===== src/rtl/wdt_pkg.sv =====
package wdt_pkg;
  localparam logic [7:0] OFS_CTRL = 8'h06;
  localparam logic [7:0] OFS_MIN  = 8'h07;
  localparam logic [7:0] OFS_SEC  = 8'h08;
  localparam logic [7:0] OFS_TAG  = 8'h4D;
  localparam int unsigned TAG_LEN = 3;
  localparam logic [7:0] SEC_TOP  = 8'd59;

  function automatic logic [7:0] tag_byte(input logic [1:0] idx);
    case (idx)
      2'd0:    return 8'h50;
      2'd1:    return 8'h57;
      2'd2:    return 8'h47;
      default: return 8'h00;
    endcase
  endfunction
endpackage


===== src/rtl/wdt_tick_gen.sv =====
module wdt_tick_gen #(
  parameter int unsigned CLK_PER_SEC = 50_000_000
) (
  input  logic clk_i,
  input  logic rst_ni,
  input  logic run_i,
  input  logic restart_i,
  output logic tick_o
);
  localparam int unsigned CW = (CLK_PER_SEC > 1) ? $clog2(CLK_PER_SEC) : 1;
  localparam logic [CW-1:0] LAST = CW'(CLK_PER_SEC - 1);

  logic [CW-1:0] cnt_q;

  always_ff @(posedge clk_i or negedge rst_ni) begin
    if (!rst_ni)                 cnt_q <= '0;
    else if (restart_i || !run_i) cnt_q <= '0;
    else if (cnt_q == LAST)      cnt_q <= '0;
    else                         cnt_q <= cnt_q + 1'b1;
  end

  assign tick_o = run_i && !restart_i && (cnt_q == LAST);
endmodule


===== src/rtl/wdt_mmss_cnt.sv =====
module wdt_mmss_cnt
  import wdt_pkg::*;
#(
  parameter logic [7:0] INIT_MIN = 8'd1,
  parameter logic [7:0] INIT_SEC = 8'd0
) (
  input  logic       clk_i,
  input  logic       rst_ni,
  input  logic       tick_i,
  input  logic       wr_min_i,
  input  logic       wr_sec_i,
  input  logic [7:0] wdata_i,
  output logic [7:0] min_o,
  output logic [7:0] sec_o,
  output logic       expire_o
);
  logic [7:0] min_q, sec_q;
  logic       host_wr;

  assign host_wr = wr_min_i || wr_sec_i;

  always_ff @(posedge clk_i or negedge rst_ni) begin
    if (!rst_ni) begin
      min_q <= INIT_MIN;
      sec_q <= INIT_SEC;
    end else if (host_wr) begin
      if (wr_min_i) min_q <= wdata_i;
      if (wr_sec_i) sec_q <= (wdata_i > SEC_TOP) ? SEC_TOP : wdata_i;
    end else if (tick_i) begin
      if (sec_q != 8'd0) begin
        sec_q <= sec_q - 8'd1;
      end else if (min_q != 8'd0) begin
        sec_q <= SEC_TOP;
        min_q <= min_q - 8'd1;
      end
    end
  end

  // expire on the tick that reaches 0:00, or any tick already at 0:00
  assign expire_o = tick_i && !host_wr && (min_q == 8'd0) && (sec_q <= 8'd1);
  assign min_o    = min_q;
  assign sec_o    = sec_q;
endmodule


===== src/rtl/wdt_rst_pulse.sv =====
module wdt_rst_pulse #(
  parameter int unsigned RST_CYC = 16
) (
  input  logic clk_i,
  input  logic rst_ni,
  input  logic fire_i,
  output logic rst_o
);
  localparam int unsigned PW = $clog2(RST_CYC + 1);

  logic [PW-1:0] cnt_q;

  always_ff @(posedge clk_i or negedge rst_ni) begin
    if (!rst_ni)            cnt_q <= '0;
    else if (fire_i)        cnt_q <= PW'(RST_CYC);
    else if (cnt_q != '0)   cnt_q <= cnt_q - 1'b1;
  end

  assign rst_o = (cnt_q != '0);
endmodule


===== src/rtl/mmss_watchdog.sv =====
module mmss_watchdog
  import wdt_pkg::*;
#(
  parameter int unsigned CLK_PER_SEC = 50_000_000,
  parameter int unsigned RST_CYC     = 16,
  parameter logic [7:0]  INIT_MIN    = 8'd1,
  parameter logic [7:0]  INIT_SEC    = 8'd0
) (
  input  logic       clk_i,
  input  logic       rst_ni,
  input  logic [7:0] addr_i,
  input  logic       wr_i,
  input  logic       rd_i,
  input  logic [7:0] wdata_i,
  output logic [7:0] rdata_o,
  output logic       wdt_rst_o
);
  logic       en_q;
  logic       wr_ctrl, wr_min, wr_sec, restart;
  logic       tick, expire;
  logic [7:0] min_val, sec_val;
  logic [7:0] rmux, rdata_q;
  logic [7:0] tag_ofs;

  assign wr_ctrl = wr_i && (addr_i == OFS_CTRL);
  assign wr_min  = wr_i && (addr_i == OFS_MIN);
  assign wr_sec  = wr_i && (addr_i == OFS_SEC);
  assign restart = wr_ctrl && wdata_i[0];

  always_ff @(posedge clk_i or negedge rst_ni) begin
    if (!rst_ni)      en_q <= 1'b0;
    else if (wr_ctrl) en_q <= wdata_i[0];
    else if (expire)  en_q <= 1'b0;
  end

  wdt_tick_gen #(.CLK_PER_SEC(CLK_PER_SEC)) u_tick (
    .clk_i, .rst_ni,
    .run_i     (en_q),
    .restart_i (restart),
    .tick_o    (tick)
  );

  wdt_mmss_cnt #(.INIT_MIN(INIT_MIN), .INIT_SEC(INIT_SEC)) u_cnt (
    .clk_i, .rst_ni,
    .tick_i   (tick),
    .wr_min_i (wr_min),
    .wr_sec_i (wr_sec),
    .wdata_i  (wdata_i),
    .min_o    (min_val),
    .sec_o    (sec_val),
    .expire_o (expire)
  );

  wdt_rst_pulse #(.RST_CYC(RST_CYC)) u_pulse (
    .clk_i, .rst_ni,
    .fire_i (expire),
    .rst_o  (wdt_rst_o)
  );

  assign tag_ofs = addr_i - OFS_TAG;

  always_comb begin
    rmux = 8'h00;
    if (addr_i == OFS_CTRL)         rmux = {7'b0, en_q};
    else if (addr_i == OFS_MIN)     rmux = min_val;
    else if (addr_i == OFS_SEC)     rmux = sec_val;
    else if (tag_ofs < 8'(TAG_LEN)) rmux = tag_byte(tag_ofs[1:0]);
  end

  always_ff @(posedge clk_i or negedge rst_ni) begin
    if (!rst_ni)   rdata_q <= 8'h00;
    else if (rd_i) rdata_q <= rmux;
  end

  assign rdata_o = rdata_q;
endmodule


===== config.mk =====
export PLATFORM = sky130hd
export DESIGN_NAME = mmss_watchdog
export DESIGN_NICKNAME = d
export VERILOG_FILES = /design/src/rtl/wdt_pkg.sv /design/src/rtl/wdt_tick_gen.sv /design/src/rtl/wdt_mmss_cnt.sv /design/src/rtl/wdt_rst_pulse.sv /design/src/rtl/mmss_watchdog.sv
export SDC_FILE = /design/constraint.sdc
export NUM_CORES = 1
export LEC_CHECK = 0
export ABC_AREA = 1
export BUFFER_PORTS_ARGS = -buffer_cell sky130_fd_sc_hd__buf_2
export CAP_MARGIN = 15
export CORE_UTILIZATION = 26
export CTS_CLUSTER_SIZE = 20
export DETAILED_ROUTE_END_ITERATION = 10
export PLACE_DENSITY = 0.43
export SYNTH_ARGS = -nofsm -noshare
export SYNTH_HDL_FRONTEND = slang
export SYNTH_SLANG_ARGS = --single-unit

===== constraint.sdc =====
create_clock -name clk_i -period 2 [get_ports clk_i]
set_input_delay 0 -clock clk_i [delete_from_list [all_inputs] [get_ports clk_i]]
set_output_delay 0 -clock clk_i [all_outputs]
set_load 0.05 [all_outputs]

==> results.cfg <==
[clock_network]
clkTransAtPathRegs_ns = 0.07
clk-insertion-delay-late_ns = 0.31
cts_sinks = 56
cts_root_buffer = clkbuf_16
cts_tree = built
cts_max_level = 2
cts_buffers = 5
cts_max_path_buffers = 2

[flow_run]
cap_violations = 0

[yosys]
async_flop_share_pct = 100.0
netlist.area_leader.share_pct = 36.56
synth.most_common_cell = nand2_1
synth_area_sq_um = 3765
synthFlopType = dfrtp_1
yosys-top-cells-area = dfrtp_1 37%, nand2_1 14%, nor2_1 8.0%
netlist_top_cells_count = 136 x nand2_1, 80 x nor2_1, 55 x dfrtp_1, 50 x inv_1, 35 x nand3_1
synth.avg_cell_area_sq_um = 7.254
synth_edf_count = 0
yosys.area.top_type = dfrtp_1
syn_inst = 519
syn-num-nets = 549
synth-seq-cells = 56
seq_area_frac_synth_pct = 37.25
ys_types = 36
synth_warnings = 0

[place]
post_dp_cell_area_sq_um = 4192
place_ws_ns = 0.01835
hpwl_um = 7902
portBuffers = 28
place_congestion = 0.8644

[power]
power_leakage_nw = 2.182
totalPowerFinal_mw = 2.770
ir_worst_vdd_mv = 0.3162
powerDensity_nw_per_um2 = 631.3

[worst_setup_path]
endpoint_kind = flop
required_ns = 2.20
regToRegStartpoint = u_cnt.sec_o[0]
startpoint_type = flop
cp.arrival_ns = 2.07
critical_path_class = reg -> reg
regToRegEndpoint = u_cnt.min_o[4]
rrSetupSlack_ns = 0.13
path_max_fanout = 9
rr_worst_depth = 9

[floorplan]
coreArea_sq_um = 13990
rows = 43
die_x_um = 122.3
die-area_sq_um = 14970
num_io_pins = 29
die_h_um = 122.3
initial_utilization_pct = 26.91

[detailed_routing]
first_iter_violations = 130
firstDrtPassIters = 4
drt-total-wl_um = 9908
ant_nets = 0
num_vias = 3363
via_per_inst = 4.526
drc_errors = 0
drt-wirelength-per-cell_um = 13.34

[outcome]
status = complete, no violations

[sta]
worst_slack_ns = 0.1299
tns_ns = 0
fin_skew_ns = 0.01069
setup_viol = 0
fin_crit_sh_pct = 93.51
hold_violations = 0
rsz0062_at_grt = false
slew_headroom_pct = 68.67
fmax_mhz = 534.7
slew_violations = 0
tightest_slew_ns = 0.4700
min_period_ns = 1.870

[min_path]
hold_end = en_q
hold_path_depth = 3
min_path_type = in -> reg
hold_start = wdata_i[0]

[global_routing]
grtUsageTotal_pct = 14.56
grt_pass1_vias = 3470
grt_max_degree = 39
grt_first_pass_wirelength_um = 16870
met3_usage_pct = 2.277
gr-max-usage-layer = met2
grt_use_met2_pct = 25.25
antenna_found_initial = 0
grt_overflow = 0
grt_use_met1_pct = 18.40

[cells_and_area]
antenna_cells = 0
area_growth_pct = 16.55
final_nets = 592
drive_above_1_share_pct = 14.74
finish.instance_area_sq_um = 4388
## cell families after synthesis
logic type,count (synthesis),share of synthesized area (%)
xor gates and xnor gates,29,6.747
buffers and inverters,62,6.713
DFF,56,37.26
AOI/OAI and AO/OA,45,6.514
and+or+nand+nor,317,39.45
adders and majority gates,10,3.323
## flip-flops by register name, indices dropped and copies added, names as in the netlist
signal and cells:
u_cnt.sec_o 8, rdata_o 8, en_q 1, u_pulse.cnt_q 5
u_tick.cnt_q 26, u_cnt.min_o 8
## layout by cell type, fill, tap and decap left out, types with 2 or more instances in the layout
cell         n
nor2_2       5
nand3_1     35
buf_4       11
nor2_1      80
nand4_1     23
nand2_4      6
nand2_2      4
nor3_1      13
inv_1       50
o21ai_1      3
inv_6        2
o21ai_0     22
nor2_4       2
xor2_1      21
inv_2        5
buf_2       28
ha_1        10
clkbuf_16    5
nand2_1    136
dfrtp_1     55
xnor2_1      8
a21oi_1     16
nand3_2      5
## final cells by class
| type | instances | area (sq um) |
|---|---|---|
| fill | 1572 | 9600 |
| multi-input combinational | 401 | 2121 |
| sequential | 56 | 1403 |
| timing repair buffer | 41 | 252.7 |
| tap | 180 | 225.2 |
| inverter | 57 | 219.0 |
| clock buffer | 6 | 128.9 |
| clock inverter | 2 | 38.79 |
## routing by layer
metal	vias up	part of all wire, %
li1	1760	-
met1	1561	48
met2	32	49
met3	10	1.9
met4	0	1.3
met5	-	0
## worst max path at each step
stage	start	end	slack [ns]	depth (start not counted)
floorplan	u_cnt.sec_o[0]	u_cnt.min_o[2]	0.37	9
global route	u_cnt.sec_o[0]	u_cnt.min_o[4]	0.0003	9
CTS	u_tick.cnt_q[0]	u_pulse.cnt_q[0]	0.09	8
finish	u_cnt.sec_o[0]	u_cnt.min_o[4]	0.13	9
detailed placement	u_tick.cnt_q[0]	u_pulse.cnt_q[2]	0.02	8
global placement	u_tick.cnt_q[0]	u_pulse.cnt_q[0]	0.03	8
## through the flow
stage          cells  hold WS, ns  util, %
5_1_grt          743      0.01930    31.37
6_report         743     0.009083    31.37
3_5_place_dp     733     -0.01948    29.96
3_3_place_gp     733     -0.02533    29.96
4_1_cts          742     0.006716    31.28
2_1_floorplan    519      -0.2956        -
## critical path, cell delays in order (launching register included)
cell and delay (ns):
dfrtp_1 0.43, inv_1 0.13, ha_1 0.23, nand2_2 0.11, nor2_4 0.19, inv_2 0.08
o21ai_4 0.29, nand3_4 0.16, nand2_1 0.10, nand2_1 0.05
## power breakdown
group	internal [mW]	leakage [nW]	switching, mW
logic	0.161	1.34	0.300
clock network	0.598	0.0815	0.437
registers	1.20	0.765	0.0728
## repair_timing
item                       in CTS  in global routing
hold endpoints to repair       18                  0
pin swaps                       0                  1
setup endpoints to repair       2                 20
gates resized for setup         1                  1
hold buffers                    1                  0
setup buffers                   0                  1
(Power assumes the default switching activity.)
